File: src/rtl/vlen_pkg.sv
package vlen_pkg;

  // width of each packed-state field and of the usable part of it
  localparam int FIELD_W = 6;
  localparam int IMM_W   = 5;

  // bit positions inside the packed state word (decoded by software)
  localparam int POS_MVL = 0;
  localparam int POS_VL  = 6;
  localparam int POS_SRC = 12;
  localparam int POS_DST = 18;

  typedef enum logic [1:0] {
    SEL_NONE  = 2'd0,
    SEL_MVL   = 2'd1,
    SEL_VL    = 2'd2,
    SEL_STATE = 2'd3
  } csrSel_e;

  // strobes from control to datapath
  typedef struct packed {
    logic    ldMvl;
    logic    ldVl;
    logic    ldState;
    logic    retNew;
    csrSel_e rdSel;
  } strobe_t;

endpackage

File: src/rtl/vlen_ctrl_ctl.sv
module vlen_ctrl_ctl
  import vlen_pkg::*;
#(
  parameter int          XLEN       = 64,
  parameter logic [11:0] ADDR_MVL   = 12'h4C0,
  parameter logic [11:0] ADDR_VL    = 12'h4C1,
  parameter logic [11:0] ADDR_STATE = 12'h4C2
) (
  input  logic             wrEn,
  input  logic             useImm,
  input  logic [11:0]      addr,
  input  logic [XLEN-1:0]  srcVal,
  input  logic [IMM_W-1:0] immVal,
  output strobe_t          stb,
  output logic [XLEN-1:0]  operand
);

  csrSel_e sel;
  logic    isLen;
  logic [XLEN-1:0] immExt;
  logic [XLEN-1:0] immBiased;

  always_comb begin
    if (addr == ADDR_MVL)        sel = SEL_MVL;
    else if (addr == ADDR_VL)    sel = SEL_VL;
    else if (addr == ADDR_STATE) sel = SEL_STATE;
    else                         sel = SEL_NONE;
  end

  assign isLen     = (sel == SEL_MVL) || (sel == SEL_VL);
  assign immExt    = XLEN'(immVal);
  assign immBiased = immExt + XLEN'(1);

  always_comb begin
    if (!useImm)     operand = srcVal;
    else if (isLen)  operand = immBiased;
    else             operand = immExt;
  end

  always_comb begin
    stb         = '0;
    stb.rdSel   = sel;
    stb.ldMvl   = wrEn && (sel == SEL_MVL);
    stb.ldVl    = wrEn && (sel == SEL_VL);
    stb.ldState = wrEn && (sel == SEL_STATE);
    stb.retNew  = wrEn && useImm && isLen;
  end

endmodule

File: src/rtl/vlen_ctrl_dp.sv
module vlen_ctrl_dp
  import vlen_pkg::*;
#(
  parameter int XLEN  = 64,
  parameter int MAXVL = 64,
  localparam int LW   = $clog2(MAXVL + 1),
  localparam int OW   = $clog2(MAXVL)
) (
  input  logic            clk,
  input  logic            rstN,
  input  strobe_t         stb,
  input  logic [XLEN-1:0] operand,
  output logic [LW-1:0]   mvl,
  output logic [LW-1:0]   vl,
  output logic [OW-1:0]   srcOffs,
  output logic [OW-1:0]   dstOffs,
  output logic [XLEN-1:0] rdData,
  output logic            illegal
);

  localparam logic [LW-1:0] CEIL = LW'(MAXVL);

  logic            opZero;
  logic [LW-1:0]   mvlFromOp, vlFromOp;
  logic [LW-1:0]   fMvl, fVl, stMvl, stVl, stVlM1;
  logic [LW-1:0]   fSrc, fDst;
  logic [OW-1:0]   stSrc, stDst;
  logic [LW-1:0]   mvlNxt, vlNxt;
  logic [OW-1:0]   srcNxt, dstNxt;
  logic            illegalNxt;
  logic [XLEN-1:0] curRead, newRead;

  assign opZero = (operand == '0);

  // plain length writes, compared on the full operand width
  assign mvlFromOp = (operand > XLEN'(MAXVL)) ? CEIL : operand[LW-1:0];
  assign vlFromOp  = (operand > XLEN'(mvl))   ? mvl  : operand[LW-1:0];

  // packed state fan-out: MVL first, then VL, then offsets against new VL
  assign fMvl   = LW'(operand[POS_MVL +: IMM_W]) + LW'(1);
  assign fVl    = LW'(operand[POS_VL  +: IMM_W]) + LW'(1);
  assign fSrc   = LW'(operand[POS_SRC +: IMM_W]);
  assign fDst   = LW'(operand[POS_DST +: IMM_W]);
  assign stMvl  = (fMvl > CEIL)  ? CEIL  : fMvl;
  assign stVl   = (fVl  > stMvl) ? stMvl : fVl;
  assign stVlM1 = stVl - LW'(1);
  assign stSrc  = (fSrc > stVlM1) ? stVlM1[OW-1:0] : fSrc[OW-1:0];
  assign stDst  = (fDst > stVlM1) ? stVlM1[OW-1:0] : fDst[OW-1:0];

  always_comb begin
    mvlNxt     = mvl;
    vlNxt      = vl;
    srcNxt     = srcOffs;
    dstNxt     = dstOffs;
    illegalNxt = 1'b0;
    if (stb.ldState) begin
      mvlNxt = stMvl;
      vlNxt  = stVl;
      srcNxt = stSrc;
      dstNxt = stDst;
    end else if (stb.ldMvl) begin
      if (opZero) illegalNxt = 1'b1;
      else        mvlNxt     = mvlFromOp;
    end else if (stb.ldVl) begin
      if (opZero) illegalNxt = 1'b1;
      else        vlNxt      = vlFromOp;
    end
  end

  always_ff @(posedge clk) begin
    if (!rstN) begin
      mvl     <= LW'(1);
      vl      <= LW'(1);
      srcOffs <= '0;
      dstOffs <= '0;
      illegal <= 1'b0;
    end else begin
      mvl     <= mvlNxt;
      vl      <= vlNxt;
      srcOffs <= srcNxt;
      dstOffs <= dstNxt;
      illegal <= illegalNxt;
    end
  end

  function automatic logic [XLEN-1:0] readOf(
    input csrSel_e       s,
    input logic [LW-1:0] m,
    input logic [LW-1:0] v,
    input logic [OW-1:0] so,
    input logic [OW-1:0] d
  );
    logic [XLEN-1:0] r;
    logic [LW-1:0]   mm1, vm1;
    r   = '0;
    mm1 = m - LW'(1);
    vm1 = v - LW'(1);
    case (s)
      SEL_MVL: r = XLEN'(m);
      SEL_VL:  r = XLEN'(v);
      SEL_STATE: begin
        r[POS_MVL +: FIELD_W] = FIELD_W'(mm1);
        r[POS_VL  +: FIELD_W] = FIELD_W'(vm1);
        r[POS_SRC +: FIELD_W] = FIELD_W'(so);
        r[POS_DST +: FIELD_W] = FIELD_W'(d);
      end
      default: r = '0;
    endcase
    return r;
  endfunction

  assign curRead = readOf(stb.rdSel, mvl, vl, srcOffs, dstOffs);
  assign newRead = readOf(stb.rdSel, mvlNxt, vlNxt, srcNxt, dstNxt);
  assign rdData  = stb.retNew ? newRead : curRead;

endmodule

File: src/rtl/vlen_ctrl.sv
module vlen_ctrl
  import vlen_pkg::*;
#(
  parameter int          XLEN       = 64,
  parameter int          MAXVL      = 64,
  parameter logic [11:0] ADDR_MVL   = 12'h4C0,
  parameter logic [11:0] ADDR_VL    = 12'h4C1,
  parameter logic [11:0] ADDR_STATE = 12'h4C2,
  localparam int LW = $clog2(MAXVL + 1),
  localparam int OW = $clog2(MAXVL)
) (
  input  logic            clk,
  input  logic            rstN,
  input  logic            csrWrEn,
  input  logic            csrUseImm,
  input  logic [11:0]     csrAddr,
  input  logic [XLEN-1:0] csrSrc,
  input  logic [4:0]      csrImm,
  output logic [XLEN-1:0] csrRdData,
  output logic            illegalVal,
  output logic [LW-1:0]   maxLen,
  output logic [LW-1:0]   curLen,
  output logic [OW-1:0]   srcOffs,
  output logic [OW-1:0]   dstOffs
);

  strobe_t         stb;
  logic [XLEN-1:0] operand;

  vlen_ctrl_ctl #(
    .XLEN(XLEN), .ADDR_MVL(ADDR_MVL), .ADDR_VL(ADDR_VL), .ADDR_STATE(ADDR_STATE)
  ) u_ctl (
    .wrEn(csrWrEn), .useImm(csrUseImm), .addr(csrAddr),
    .srcVal(csrSrc), .immVal(csrImm), .stb(stb), .operand(operand)
  );

  vlen_ctrl_dp #(.XLEN(XLEN), .MAXVL(MAXVL)) u_dp (
    .clk(clk), .rstN(rstN), .stb(stb), .operand(operand),
    .mvl(maxLen), .vl(curLen), .srcOffs(srcOffs), .dstOffs(dstOffs),
    .rdData(csrRdData), .illegal(illegalVal)
  );

endmodule

File: config.mk
export PLATFORM = sky130hd
export DESIGN_NAME = vlen_ctrl
export DESIGN_NICKNAME = d
export VERILOG_FILES = /design/src/rtl/vlen_pkg.sv /design/src/rtl/vlen_ctrl_ctl.sv /design/src/rtl/vlen_ctrl_dp.sv /design/src/rtl/vlen_ctrl.sv
export SDC_FILE = /design/constraint.sdc
export NUM_CORES = 1
export LEC_CHECK = 0
export BUFFER_PORTS_ARGS = -buffer_cell sky130_fd_sc_hd__buf_4
export CELL_PAD_IN_SITES_DETAIL_PLACEMENT = 1
export CELL_PAD_IN_SITES_GLOBAL_PLACEMENT = 1
export CORE_AREA = 2 2 134 97
export DETAILED_ROUTE_END_ITERATION = 6
export DIE_AREA = 0 0 136 99
export GPL_TIMING_DRIVEN = 0
export HOLD_SLACK_MARGIN = 0.12
export PLACE_DENSITY_LB_ADDON = 0.05
export SLEW_MARGIN = 5
export SYNTH_ARGS = -nofsm -noshare
export SYNTH_HDL_FRONTEND = slang
export SYNTH_HIERARCHICAL = 1
export SYNTH_SLANG_ARGS = --single-unit
File: constraint.sdc
create_clock -name clk -period 12.01 [get_ports clk]
set_input_delay 1.201 -clock clk [delete_from_list [all_inputs] [get_ports clk]]
set_output_delay 1.201 -clock clk [all_outputs]
set_load 0.01 [all_outputs]
==> results.json <==
{
  "status": "finished, final reports clean",
  "synth_ff_type": "dfxtp_1",
  "final.min_clock_period_ps": 9920,
  "slew_headroom_pct": 22.8,
  "synth.top_cell.area_share_pct": 12.3,
  "final_antenna_net_count": 0,
  "drive_gt1_share_pct": 24.6,
  "synth_top_family_by_area": "simple AND/OR/NAND/NOR gates",
  "antenna_found_initial": 0,
  "crit_required_ps": 10810,
  "pre_cts_ws_ps": 2330,
  "whs_ps": 488,
  "ys_seq_elements": 27,
  "design_area_sq_um": 5810,
  "drt_wl_total_mm": 17.5,
  "fin_skew_ps": 10.5,
  "powerDensity_nw_per_um2": 62.2,
  "power_frac_clock_pct": 22.3,
  "max-cap-violations": 0,
  "tns_ps": 0,
  "num_vias": 5150,
  "cts_hold_buf": 0,
  "grt_pass1_vias": 5271,
  "cts_root_buffer": "clkbuf_16",
  "yosysTopAreaCell": "dfxtp_1",
  "p_leak_uw": 0.00262,
  "drt-initial-drc-count": 280,
  "wl_per_cell_um": 18.5,
  "setup_ws_ps": 2090,
  "clkSlewWorstSetupHoldPaths_ps": 80,
  "gp_congestion": 0.889,
  "synth_compound_area_share_pct": 20.8,
  "hold_viol_final": 0,
  "seqPwrFrac_pct": 24.7,
  "gr-usage-all-layers_pct": 25.4,
  "area_delta_synth_final_pct": 32.7,
  "rsz0062_at_grt": "false",
  "synthXorXnorAreaFrac_pct": 5.60,
  "drc": 0,
  "synth_fa_ha_area_share_pct": 10.3,
  "synth_edf_count": 0,
  "cts_tree": "yes",
  "cp_slowest_cell": "o21ai_0",
  "ys_seq_area_share_pct": 12.3,
  "ys_top_cells_by_area": "dfxtp_1 12%, ha_1 10%, nor2b_1 9.7%",
  "critical_path_arrival_ps": 8710,
  "rows": 34,
  "post_cts_buffers": 0,
  "timing.fmax_mhz": 101,
  "die_w_um": 136,
  "setup_viol": 0,
  "die-height_um": 99,
  "hold_class": "reg -> reg",
  "power.internal_uw": 213,
  "ys_types": 66,
  "avgSynthCellArea_sq_um": 7.15,
  "cts_buffer_depth": 2,
  "yosysWarningCount": 6,
  "dieArea_sq_um": 13500,
  "vias_per_cell": 5.42,
  "grt_overflow": 0,
  "async_flop_share_pct": 0,
  "firstDrtPassIters": 5,
  "synthMuxAreaShare_pct": 3.89,
  "dpl_cell_area_sq_um": 5730,
  "port_buffers": 133,
  "hpwl_mm": 14.3,
  "clock-sinks": 27,
  "initial_core_util_pct": 36.0,
  "nNetsFinal": 910,
  "n_antenna_cell": 0,
  "ios": 176,
  "synth_area_sq_um": 4380,
  "period_share_pct": 82.6,
  "crit_type": "in -> out",
  "p_switching_uw": 148,
  "grt_pass1_wl_mm": 27.5,
  "cpPeakStageDelay_ps": 430,
  "cp-start-kind": "input pin",
  "post_cts_resized": 0,
  "syn_inst": 612,
  "maxSlewViolCount": 0,
  "clkLatencyLatePin_ps": 270,
  "combinationalPowerShare_pct": 53.0,
  "worst_pin_slew_ps": 1160,
  "crit_path_frequent_cell": "o21ai_0",
  "final_cells": 950,
  "peakVddDrop_v": 0.0000535,
  "grt_max_degree": 18,
  "numCtsBuffers": 3,
  "htree_levels": 1,
  "dp_cells": 946,
  "core_sq_um": 12200,
  "switching_share_pct": 41.0,
  "yosys.area_share.simple_pct": 34.5,
  "end_kind": "primary output",
  "crit_path_max_fanout": 10
}
## cells in the mapped netlist, types with 3 or more instances
cell and number:
a211o_1 3, a211oi_1 5, a21boi_0 3, a21o_1 3, a21oi_1 33, a221o_1 4, a222oi_1 6, a31oi_1 8
a32o_1 5, and2_1 9, and2b_1 6, and3_1 11, buf_1 3, buf_4 40, clkbuf_1 29, dfxtp_1 27
ha_1 36, inv_1 26, mux2_2 3, mux2i_1 11, nand2_1 39, nand2b_1 7, nand3_1 27, nand3b_1 3
nand4_1 13, nand4b_1 4, nor2_1 35, nor2b_1 68, nor3_1 9, nor4_1 17, o211ai_1 13, o21a_1 5
o21ai_0 25, o22ai_1 6, or3_1 3, xnor2_1 15, xor2_1 13
## power by group through the flow
| stage | combinational (uW) | sequential (uW) | clock, uW |
|---|---|---|---|
| after CTS | 186 | 89.4 | 81.7 |
| after floorplan | 122 | 91.5 | 0 |
| after global placement | 175 | 91.5 | 0 |
| after global routing | 209 | 89.4 | 84.5 |
| final | 192 | 89.4 | 80.6 |
| after detailed placement | 185 | 91.5 | 0 |
## worst max-delay path: cells and delay by family
| kind | cells | cell delay (ps) |
|---|---|---|
| adder cells (fa/ha/maj) | 3 | 1080 |
| AND/OR/NAND/NOR | 8 | 1550 |
| XOR/XNOR | 2 | 600 |
| buffers and inverters | 6 | 1720 |
| AO/OA/AOI/OAI | 12 | 2570 |
## cells in the final DEF (no fill, tap or decap), types with 15 or more instances in the layout
| cell type | count |
|---|---|
| conb_1 | 40 |
| buf_4 | 173 |
| ha_1 | 36 |
| xnor2_1 | 15 |
| nor4_1 | 17 |
| o21ai_0 | 25 |
| nand2_1 | 39 |
| inv_1 | 26 |
| nor2b_1 | 68 |
| nor2_1 | 35 |
| a21oi_1 | 33 |
| clkbuf_1 | 29 |
| dfxtp_1 | 27 |
| nand3_1 | 27 |
## layout make-up
class                   instances  area, sq um
fillers                      1598         6360
clock buffers                   3         75.1
plain buffers                  75          448
flip-flops and latches         27          541
multi-input cells             523         3440
repair buffers                133          998
clock inverters                 1         8.76
well taps                     162          203
inverters                      26         97.6
## stage by stage
stage	utilization, %	total power [uW]
finish	47.7	362
global route	47.7	383
global placement	47.1	267
detailed placement	47.1	276
CTS	47.7	357
floorplan	-	214
## per-layer routing
layer,global-route usage [%],up-vias,wire (um)
li1,-,2477,-
met1,36.1,2459,8460
met2,42.6,196,7910
met3,2.83,18,1080
met4,2.72,0,102
met5,0,-,0
## flip-flops by register name, summed over array words and instances, names as in the netlist
signal	cells
u_dp/illegal	1
u_dp/srcOffs	6
u_dp/mvl	7
u_dp/dstOffs	6
u_dp/vl	7
## cell families after synthesis
group,count (synthesis)
AO/OA/AOI/OAI,136
flip-flops,27
other,1
AND/OR/NAND/NOR,267
adder cells (fa/ha/maj),36
buffers and inverters,101
multiplexers,16
XOR/XNOR,28
## path summary, 6_finish.rpt
| check | from | end | slack (ps) | depth (start not counted) |
|---|---|---|---|---|
| worst max-delay path | csrAddr[9] | csrRdData[20] | 2090 | 31 |
| worst min-delay path | u_dp/dstOffs[5]$_SDFF_PN0_ | u_dp/dstOffs[5]$_SDFF_PN0_ | 490 | 1 |
| worst max register to register | u_dp/mvl[5]$_SDFF_PN0_ | u_dp/vl[3]$_SDFF_PN0_ | 8340 | 10 |
| worst min register to register | u_dp/dstOffs[5]$_SDFF_PN0_ | u_dp/dstOffs[5]$_SDFF_PN0_ | 490 | 1 |
(Power assumes the default switching activity.)
